$ cat config.mk
export PLATFORM = sky130hd
export DESIGN_NAME = pio_bank
export DESIGN_NICKNAME = d
export VERILOG_FILES = /design/src/rtl/pio_pkg.sv /design/src/rtl/pio_sync.sv /design/src/rtl/pio_blink.sv /design/src/rtl/pio_irq.sv /design/src/rtl/pio_bank.sv
export SDC_FILE = /design/constraint.sdc
export NUM_CORES = 1
export LEC_CHECK = 0
export BUFFER_PORTS_ARGS = -buffer_cell sky130_fd_sc_hd__buf_2
export CAP_MARGIN = 0
export CORE_UTILIZATION = 40
export CTS_BUF_LIST = sky130_fd_sc_hd__clkbuf_16
export DETAILED_ROUTE_END_ITERATION = 7
export HOLD_SLACK_MARGIN = 0.05
export SETUP_SLACK_MARGIN = 0.5
export SYNTH_ARGS = -nofsm -noshare
export SYNTH_HDL_FRONTEND = slang
export SYNTH_SLANG_ARGS = --single-unit
$ cat constraint.sdc
create_clock -name clk -period 13.45 [get_ports clk]
set_input_delay 2.69 -clock clk [delete_from_list [all_inputs] [get_ports clk]]
set_output_delay 2.69 -clock clk [all_outputs]
set_load 0.05 [all_outputs]
$ cat src/rtl/pio_pkg.sv
package pio_pkg;
  typedef enum logic [2:0] {
    REG_OUT   = 3'd0,
    REG_DIR   = 3'd1,
    REG_BLINK = 3'd2,
    REG_POL   = 3'd3,
    REG_IN    = 3'd4,
    REG_CAUSE = 3'd5,
    REG_EMASK = 3'd6,
    REG_LMASK = 3'd7
  } pio_reg_e;
endpackage

$ cat src/rtl/pio_sync.sv
module pio_sync #(
  parameter int WIDTH = 32
) (
  input  logic             clk,
  input  logic             rst_n,
  input  logic [WIDTH-1:0] d,
  output logic [WIDTH-1:0] q
);
  logic [WIDTH-1:0] stage1_q, stage2_q;

  always_ff @(posedge clk or negedge rst_n) begin
    if (!rst_n) begin
      stage1_q <= '0;
      stage2_q <= '0;
    end else begin
      stage1_q <= d;
      stage2_q <= stage1_q;
    end
  end

  assign q = stage2_q;
endmodule

$ cat src/rtl/pio_blink.sv
module pio_blink #(
  parameter int HALF = 1 << 20
) (
  input  logic clk,
  input  logic rst_n,
  output logic phase
);
  localparam int CW = (HALF > 1) ? $clog2(HALF) : 1;
  localparam logic [CW-1:0] LAST = CW'(HALF - 1);

  logic [CW-1:0] cnt_q, cnt_d;
  logic          phase_q, phase_d;
  logic          wrap;

  assign wrap = (cnt_q == LAST);

  always_comb begin
    cnt_d   = wrap ? '0 : cnt_q + 1'b1;
    phase_d = wrap ? ~phase_q : phase_q;
  end

  always_ff @(posedge clk or negedge rst_n) begin
    if (!rst_n) begin
      cnt_q   <= '0;
      phase_q <= 1'b0;
    end else begin
      cnt_q   <= cnt_d;
      phase_q <= phase_d;
    end
  end

  assign phase = phase_q;
endmodule

$ cat src/rtl/pio_irq.sv
module pio_irq #(
  parameter int N_LINES    = 32,
  parameter int GROUP_SIZE = 8
) (
  input  logic               clk,
  input  logic               rst_n,
  input  logic [N_LINES-1:0] din,
  input  logic               cause_wr,
  input  logic [N_LINES-1:0] cause_wdata,
  input  logic [N_LINES-1:0] edge_mask,
  input  logic [N_LINES-1:0] lvl_mask,
  output logic [N_LINES-1:0] cause,
  output logic [N_LINES-1:0] rise,
  output logic [N_LINES/GROUP_SIZE-1:0] irq
);
  localparam int N_GROUPS = N_LINES / GROUP_SIZE;

  logic [N_LINES-1:0]  prev_q, cause_q, cause_d, line_act;
  logic [N_GROUPS-1:0] irq_q, irq_d;

  assign rise = din & ~prev_q;

  always_comb begin
    if (cause_wr) cause_d = (cause_q & cause_wdata) | rise;
    else          cause_d = cause_q | rise;
    line_act = (din & lvl_mask) | (cause_q & edge_mask);
  end

  for (genvar g = 0; g < N_GROUPS; g++) begin : g_grp
    assign irq_d[g] = |line_act[g*GROUP_SIZE +: GROUP_SIZE];
  end

  always_ff @(posedge clk or negedge rst_n) begin
    if (!rst_n) begin
      prev_q  <= '0;
      cause_q <= '0;
      irq_q   <= '0;
    end else begin
      prev_q  <= din;
      cause_q <= cause_d;
      irq_q   <= irq_d;
    end
  end

  assign cause = cause_q;
  assign irq   = irq_q;
endmodule

$ cat src/rtl/pio_bank.sv
module pio_bank
  import pio_pkg::*;
#(
  parameter int N_LINES    = 32,
  parameter int GROUP_SIZE = 8,
  parameter int BLINK_HALF = 1 << 20
) (
  input  logic                          clk,
  input  logic                          rst_n,
  input  logic                          wr_en,
  input  logic                          rd_en,
  input  logic [2:0]                    addr,
  input  logic [N_LINES-1:0]            wr_data,
  output logic [N_LINES-1:0]            rd_data,
  input  logic [N_LINES-1:0]            pad_in,
  output logic [N_LINES-1:0]            pad_out,
  output logic [N_LINES-1:0]            pad_oe,
  output logic [N_LINES/GROUP_SIZE-1:0] irq
);
  localparam int N_GROUPS = N_LINES / GROUP_SIZE;

  logic rst_meta_q, rst_n_s;

  always_ff @(posedge clk or negedge rst_n) begin
    if (!rst_n) begin
      rst_meta_q <= 1'b0;
      rst_n_s    <= 1'b0;
    end else begin
      rst_meta_q <= 1'b1;
      rst_n_s    <= rst_meta_q;
    end
  end

  logic [N_LINES-1:0] out_q, dir_q, blink_q, pol_q, emask_q, lmask_q, rd_q;
  logic [N_LINES-1:0] out_d, dir_d, blink_d, pol_d, emask_d, lmask_d, rd_d;
  logic [N_LINES-1:0] pad_s, din_w, cause_w, rise_w;
  logic               phase_w, cause_wr;
  pio_reg_e           sel;

  assign sel      = pio_reg_e'(addr);
  assign cause_wr = wr_en && (sel == REG_CAUSE);

  pio_sync #(.WIDTH(N_LINES)) u_sync (
    .clk(clk), .rst_n(rst_n_s), .d(pad_in), .q(pad_s)
  );

  assign din_w = pad_s ^ pol_q;

  pio_blink #(.HALF(BLINK_HALF)) u_blink (
    .clk(clk), .rst_n(rst_n_s), .phase(phase_w)
  );

  pio_irq #(.N_LINES(N_LINES), .GROUP_SIZE(GROUP_SIZE)) u_irq (
    .clk(clk), .rst_n(rst_n_s), .din(din_w),
    .cause_wr(cause_wr), .cause_wdata(wr_data),
    .edge_mask(emask_q), .lvl_mask(lmask_q),
    .cause(cause_w), .rise(rise_w), .irq(irq)
  );

  always_comb begin
    out_d   = out_q;
    dir_d   = dir_q;
    blink_d = blink_q;
    pol_d   = pol_q;
    emask_d = emask_q;
    lmask_d = lmask_q;
    if (wr_en) begin
      case (sel)
        REG_OUT:   out_d   = wr_data;
        REG_DIR:   dir_d   = wr_data;
        REG_BLINK: blink_d = wr_data;
        REG_POL:   pol_d   = wr_data;
        REG_EMASK: emask_d = wr_data;
        REG_LMASK: lmask_d = wr_data;
        default:   ;
      endcase
    end
  end

  always_comb begin
    rd_d = rd_q;
    if (rd_en) begin
      case (sel)
        REG_OUT:   rd_d = out_q;
        REG_DIR:   rd_d = dir_q;
        REG_BLINK: rd_d = blink_q;
        REG_POL:   rd_d = pol_q;
        REG_IN:    rd_d = din_w;
        REG_CAUSE: rd_d = cause_w;
        REG_EMASK: rd_d = emask_q;
        REG_LMASK: rd_d = lmask_q;
        default:   rd_d = '0;
      endcase
    end
  end

  always_ff @(posedge clk or negedge rst_n_s) begin
    if (!rst_n_s) begin
      out_q   <= '0;
      dir_q   <= '1;
      blink_q <= '0;
      pol_q   <= '0;
      emask_q <= '0;
      lmask_q <= '0;
      rd_q    <= '0;
    end else begin
      out_q   <= out_d;
      dir_q   <= dir_d;
      blink_q <= blink_d;
      pol_q   <= pol_d;
      emask_q <= emask_d;
      lmask_q <= lmask_d;
      rd_q    <= rd_d;
    end
  end

  assign pad_oe  = ~dir_q;
  assign pad_out = out_q ^ (blink_q & {N_LINES{phase_w}});
  assign rd_data = rd_q;

  if (N_GROUPS * GROUP_SIZE != N_LINES) begin : g_bad_cfg
    initial $error("N_LINES must be a multiple of GROUP_SIZE");
  end
endmodule

# Word-level counts from Yosys, hierarchy flattened
# Index checks and enable logic that the tools add are counted.
# word_totals
mem_count	0
output_inout_bits	100
ff_bits	379
in_bits	71
rom_bits	0
wordCells	53
latch_bits	0
mem_bits_rw	0
# op_classes
bitwise	13
reduce_logical	12
shifts	0
n_mul	0
n_eq_ne	8
muxes	3
addsub	1
div	0
n_lt_le_gt_ge	0
# op_table
operator	n
$pmux 32 s8	1
$and 32x32->32	5
$or 32x32->32	3
$not 32->32	2
$xor 32x32->32	2
$mux 32	1
$reduce_or 8->1	4
$add 20x1->20 const B	1
$eq 20x20->1 const B	1
$mux 20	1
$eq 3x3->1 const B	4
$reduce_and 2->1	6
$eq 3x2->1 const B	2
$eq 3x1->1 const B	1
$logic_not 3->1	1
$logic_and 1x1->1	1
$not 1->1	1

# Depth between registers and ports, before layout
# Gate-level depths: netlist (run 1).
# depth
word_depth	4
depth_mapped	8
ltp_nobuf	5

# Cells and area by module
# From an unflattened synthesis (run 1), not the netlist that was laid out.
# unflattened
hier_cells	1346
hier_area_um2	16627.2
# by_module_without_submodules
module	cells_per_inst	instances	area_per_inst_um2	seq_area_each_um2
pio_bank	990	1	11353.4	5695.5
pio_irq	204	1	2686.3	1701.6
pio_sync	64	1	1601.5	1601.5
pio_blink	88	1	985.9	525.5

# Least setup slack after synthesis (run 1)
# OpenSTA, ideal clock, no wires.
# synth_timing
kind	flip-flop to output port
start	reg u_blink.phase_q, in the netlist u_blink.phase
end	out pad_out[12]
stages_incl_launch_ff	5
path_buffers	2
t_arrival_ns	1.708
slack_ns	9.052
required_time_ns	10.760
path_cell_list	dfrtp_1 > clkbuf_1 > clkbuf_1 > nand2_1 > xnor2_1
# synth_via
elab_chain_len	2
# synth_lines
item	line	rtl
start: declaration	pio_blink.sv:12	logic phase_q, phase_d;
start signal: assignment	pio_blink.sv:28	phase_q <= phase_d;
$and 32x32->32	pio_bank.sv:118	assign pad_out = out_q ^ (blink_q & {N_LINES{phase_w}});
$xor 32x32->32	pio_bank.sv:118	
end: declaration	pio_bank.sv:16	output logic [N_LINES-1:0] pad_out,
# No other way between the ends.

# Worst setup path in the final report (run 1)
# Ends and elaborated chain as after synthesis.

==> out/metrics.csv, run 1 <==
metric;value;unit
Synth Instances;1260;
Yosys warnings;0;
most frequent cells in the layout;dfrtp_1, buf_2, mux2_2;
Die ar.;40750;sq um
CTS root buf;clkbuf_16;
number of library cell types mapped by synthesis;49;
HP Class;register to register;
Starting Density;40.97;%
Total GRT Usage;21.51;%
CTS resizes;0;
detailed-route via count;10770;
status;finished clean;
CTS clock-pin slew for the worst setup and hold paths;0.06;ns
largest net degree at the start of global routing;167;
Pwr per Cell Area;177.1;nW/um^2
Slew HR;22.44;%
crit path cell chain;buf_4, nand2_1, xnor2_1, buf_2;
worst slack, placed;7.912;ns
P&R area growth vs syn;16.80;%
Async S/R FF share, synth;100.0;%
setup TNS;0;ns
Finished Core Util;47.85;%
clk_skew;0.007358;ns
final setup margin;8.042;ns
Fin. Hold Viols;0;
WL/cell;21.66;um
DIE WIDTH;201.9;um
Hold Path Cell Cnt;0;
worst r2r dst;lmask_q[21]$_DFFE_PN0P_;
commonest non-fill, non-tap cell in the layout;dfrtp_1;
CTS Buffer Depth;3;
IO Port Bufs;170;
register area share after synthesis;59.60;%
# setup viols final;0;
CP max stage cell;dfrtp_1;
first-pass GRT wire length;66.77;mm
core box area;39010;sq um
HP Start;rst_meta_q$_DFF_PN0_;
Setup crit start kind;register;
H-tree levels;2;
total CTS buffers;42;
drt initial violations;631;
R2R Path Start;rst_n_s$_DFF_PN0_;
row count;72;
LEAKAGE;8.140;nW
kind of critical path;register to primary output;
Final Slew Violations;0;
Clk Latency, worst-skew pair;0.56;ns
Worst Path Arrival;2.72;ns
CTS tree;done;
reg2reg setup slack;10.71;ns
Post-synth EDFFs;0;
syn_area_per_cell;12.68;sq um
critical-path maximum fanout;17;
Synth Flop Type;dfrtp_1;
Mapped Nets;1332;
grt ovf;0;
via count of the first global-routing pass;11110;
Worst Tran Pin Value;1.162;ns
DR DRC count;0;
setup bufs post-CTS;0;
CTS Hold Bufs;0;
clock sink total;379;
layout cells sized above 1;32.58;%
mean number of vias per cell;5.435;
fmax;0.1849;GHz
CP Data Required Time;10.76;ns
drt pass-1 iters;5;
R2R cell count;2;
# IOs;171;
Nets;1499;
Final Cycle Share;40.21;%
initial antenna violation count;3;
Worst Setup End Kind;primary output;
Max-cap violations;0;
Die Span Y;201.9;um
hpwl dp;26.96;mm
gp weighted congestion;0.8126;
Tmin final;5.408;ns
RSZ-0062 raised after global routing;no;
Cell Area, Synth;15980;sq um
hold slack;0.3446;ns
Max IR drop VDD;0.00008366;V
DRT antenna net count;0;
Pwr Total;3.305;mW
final WL;42.91;mm
Yosys reg bits;379;
Hold Path Sink;rst_n_s$_DFF_PN0_;
CP peak stage delay;0.95;ns
-- area by class of cell --
type / instances / area (sq um)
Fill cell: 3543 / 20340
Sequential cell: 379 / 9528
Multi-Input combinational cell: 747 / 5893
Clock buffer: 42 / 1051
Timing Repair Buffer: 190 / 1018
Tap cell: 518 / 648.1
Clock inverter: 36 / 270.3
Inverter: 67 / 251.5
Antenna cell: 2 / 5.005
-- cells in the mapped netlist (all sizes together), types with 17 or more instances --
cell	instances	area (sq um)
mux2	165	1858
nand2	125	469.2
buf	43	244.0
xnor2	42	367.9
a22oi	33	247.7
a22o	17	148.9
clkbuf	24	90.09
dfrtp	347	8683
a31oi	31	193.9
mux4	26	585.6
dfstp	32	840.8
o22ai	32	200.2
inv	67	251.5
o21ai	120	600.6
xor2	39	341.6
-- state kept, by name, indices dropped and copies added (netlist names), 4 cells and up --
name and count:
blink_q 32, dir_q 32, emask_q 32, lmask_q 32, out_q 32, pol_q 32
rd_data 32, u_blink.cnt_q 20, u_irq.cause 32, u_irq.irq 4, u_irq.prev_q 32, u_sync.q 32
u_sync.stage1_q 32
-- worst max-delay path, delay by kind of cell (launching register included) --
family	cells	cell delay (ns)
xor+xnor	1	0.33
buf+inv	2	0.76
flops	1	0.95
simple gates	1	0.11
-- logic make-up (layout without fill, tap and decap cells) --
| kind of cell | count (synthesis) | in the layout | share of synthesized area, % |
|---|---|---|---|
| flops | 379 | 379 | 59.60 |
| other cells | 1 | 3 | 0.02347 |
| xor+xnor | 81 | 81 | 4.439 |
| simple gates | 198 | 198 | 6.217 |
| compound gates | 274 | 274 | 10.62 |
| buf+inv | 134 | 335 | 3.664 |
| fa+ha+maj | 1 | 1 | 0.07828 |
| mux | 192 | 192 | 15.35 |
-- worst max path at each step --
stage	from	end	slack, ns	cells past startpoint
detailed placement	addr[0]	u_irq.cause[7]$_DFF_PN0_	7.91	6
global route	u_blink.phase$_DFFE_PN0N_	pad_out[12]	7.98	4
global placement	addr[0]	u_irq.cause[11]$_DFF_PN0_	7.96	6
finish	u_blink.phase$_DFFE_PN0N_	pad_out[12]	8.04	4
floorplan	rst_n_s$_DFF_PN0_	blink_q[0]$_DFFE_PN0P_	2.16	0
CTS	u_blink.phase$_DFFE_PN0N_	pad_out[12]	8.02	4
-- report_power, final --
| group | internal, mW | total (mW) | switching, mW |
|---|---|---|---|
| Clock | 0.645 | 1.11 | 0.466 |
| Sequential | 1.35 | 1.49 | 0.141 |
| Combinational | 0.253 | 0.706 | 0.453 |
| Total | 2.25 | 3.31 | 1.06 |
-- routing by layer --
metal / global-route usage (%) / part of all wire (%) / vias to the layer above
met2: 33.60 / 47 / 300
met3: 3.273 / 5.0 / 78
met4: 7.684 / 2.7 / 2
li1: - / - / 4826
met1: 30.45 / 45 / 5561
met5: 0 / 0.019 / -
-- through the flow --
stage | cell area, sq um | std cells
final | 18670 | 1981
after global routing | 18660 | 1980
after CTS | 18660 | 1979
after detailed placement | 17340 | 1901
after global placement | 17340 | 1901
after floorplan | 15980 | 1260
No activity file was read; power rests on OpenSTA's default activity.
==> run 2: changes to the inputs <==
==> constraint.sdc (replaced) <==
create_clock -name clk -period 5.05 [get_ports clk]
set_input_delay 1.01 -clock clk [delete_from_list [all_inputs] [get_ports clk]]
set_output_delay 1.01 -clock clk [all_outputs]
set_load 0.05 [all_outputs]
==> run 2 against run 1 <==
Against the previous run:
- critical path depth unchanged
- clock skew up 0.015 ns
- global-route usage rose by 0.32 points
- routed wire length grew 1.3%
- non-clock buffer count is 1 higher
- utilization decreased by 0.13 points
- critical path type unchanged
- die area is the same
- sequential power rose to 2.7 times the previous value
==> out/metrics.csv, run 2 (synthesis results as in run 1) <==
metric;value;unit;change
status;finished clean;;
mean number of vias per cell;5.472;;+0.67%
drt initial violations;656;;+4.0%
Die Span Y;201.9;um;unchanged
Nets;1500;;+0.067%
final WL;43.48;mm;+1.3%
CTS Hold Bufs;0;;unchanged
Max-cap violations;0;;unchanged
drt pass-1 iters;6;;+1
wire length on met1;19.35;mm;-0.29%
total CTS buffers;42;;unchanged
Pwr Total;8.671;mW;+160%
Worst Setup End Kind;primary output;;
Total GRT Usage;21.83;%;+0.32 points
Worst Tran Pin Value;1.028;ns;-0.1337 ns
initial antenna violation count;5;;+2
LEAKAGE;8.123;nW;-0.21%
row count;72;;unchanged
CP Data Required Time;4.04;ns;-6.72 ns
Max IR drop VDD;0.0002464;V;+190%
commonest non-fill, non-tap cell in the layout;dfrtp_1;;
gp weighted congestion;0.8410;;+3.5%
fmax;0.2655;GHz;
CTS root buf;clkbuf_16;;
met3 WL;2.321;mm;+7.8%
CP max stage cell;dfrtp_1;;
IO Port Bufs;170;;unchanged
CTS clock-pin slew for the worst setup and hold paths;0.06;ns;about the same
DIE WIDTH;201.9;um;unchanged
setup TNS;0;ns;unchanged
critical-path maximum fanout;20;;+3
core box area;39010;sq um;unchanged
critical path's top delay family;flip-flops;;
Met2 Routed Length;20.39;mm;+1.0%
Die ar.;40750;sq um;unchanged
CTS resizes;0;;unchanged
Worst Path Arrival;2.76;ns;+0.04 ns
H-tree levels;2;;unchanged
Final Slew Violations;0;;unchanged
grt ovf;0;;unchanged
most frequent cells in the layout;dfrtp_1, buf_2, mux2_2;;
Fillers;3558;;+0.42%
WL/cell;21.94;um;+1.3%
CTS Buffer Depth;3;;unchanged
largest net degree at the start of global routing;148;;-11%
HP Class;input pin to asynchronous set/reset pin;;
detailed-route via count;10850;;+0.72%
# setup viols final;0;;unchanged
CP peak stage delay;0.88;ns;-0.07 ns
clock sink total;379;;unchanged
crit path cell chain;buf_4, nand2_1, xnor2_1, buf_2;;
Starting Density;40.97;%;unchanged
Pwr per Cell Area;465.8;nW/um^2;+160%
DRT antenna net count;0;;unchanged
clk_skew;0.02203;ns;+0.01468 ns
CTS tree;done;;
first-pass GRT wire length;67.83;mm;+1.6%
Buf/Inv on CP;2;;unchanged
Tmin final;3.767;ns;
Clk Latency, worst-skew pair;0.57;ns;about the same
RSZ-0062 raised after global routing;no;;
kind of critical path;register to primary output;;
Setup crit start kind;register;;
P&R area growth vs syn;16.49;%;
DR DRC count;0;;unchanged
hpwl dp;27.55;mm;+2.2%
Fin. Hold Viols;0;;unchanged
via count of the first global-routing pass;11200;;+0.77%
Slew HR;31.19;%;+8.7 points
Top Metal Used;met5;;
# IOs;171;;unchanged
Final Cycle Share;74.60;%;
setup bufs post-CTS;0;;unchanged
layout cells sized above 1;32.38;%;-0.21 points
-- run 2: cell types whose count changed in the layout (fill, tap and decap cells not counted), moves of 2 or more --
cell	change
buf_12	+2
bufinv_16	-3
clkinv_1	-2
inv_1	+4
-- run 2: area by class of cell --
| type | count | area (sq um) | area share [%] |
|---|---|---|---|
| inverters | 67 | 251.5 | 1.351 |
| clock buffers | 42 | 1051 | 5.646 |
| repair buffers | 191 | 1051 | 5.646 |
| well taps | 518 | 648.1 | 3.482 |
| flip-flops and latches | 379 | 9528 | 51.18 |
| diodes | 3 | 7.507 | 0.04033 |
| multi-input cells | 747 | 5888 | 31.63 |
| clock inverters | 35 | 190.2 | 1.022 |
-- run 2: report_power, final --
| group | leakage (nW) | internal (mW) | switching [mW] |
|---|---|---|---|
| registers | 4.38 | 3.59 | 0.379 |
| clock network | 0.663 | 1.56 | 1.24 |
| logic | 3.08 | 0.677 | 1.22 |
-- run 2: path summary, 6_finish.rpt --
check | startpoint | slack, ns | to | cells after the start
min in group clk | u_sync.stage1_q[25]$_DFF_PN0_ | 0.34 | u_sync.q[25]$_DFF_PN0_ | 0
worst min register to register | rst_n_s$_DFF_PN0_ | 0.34 | u_irq.prev_q[4]$_DFF_PN0_ | 0
worst max-delay path | u_blink.phase$_DFFE_PN0N_ | 1.28 | pad_out[12] | 4
worst min-delay path | rst_n | 0.21 | rst_n_s$_DFF_PN0_ | 1
max in group asynchronous | rst_n_s$_DFF_PN0_ | 3.50 | u_sync.stage1_q[22]$_DFF_PN0_ | 1
worst max register to register | u_blink.cnt_q[0]$_DFF_PN0_ | 3.29 | u_blink.cnt_q[1]$_DFF_PN0_ | 4
-- run 2: worst register-to-register path: cells and delay by family (launching register included) --
family / cells / cell delay [ns]
adder cells (fa/ha/maj): 1 / 0.36
flip-flops: 1 / 0.40
AND/OR/NAND/NOR: 3 / 0.89
-- run 2: routing by layer --
layer,track usage [%],vias to the layer above
li1,-,4811
met1,30.37,5620
met2,33.86,326
met3,4.208,84
met4,8.225,4
met5,0,-
-- run 2: stage by stage --
stage               cell area [sq um]  util, %  setup WS [ns]  hold WS (ns)  std cells
finish                          18620    47.72          1.283        0.2143       1982
detailed placement              17370    44.52          1.626        0.3347       1902
CTS                             18610    47.70          1.313        0.1876       1979
floorplan                       15980        -          1.336        0.3312       1260
global placement                17370    44.52          1.739        0.3317       1902
global route                    18620    47.72          1.245        0.1966       1982
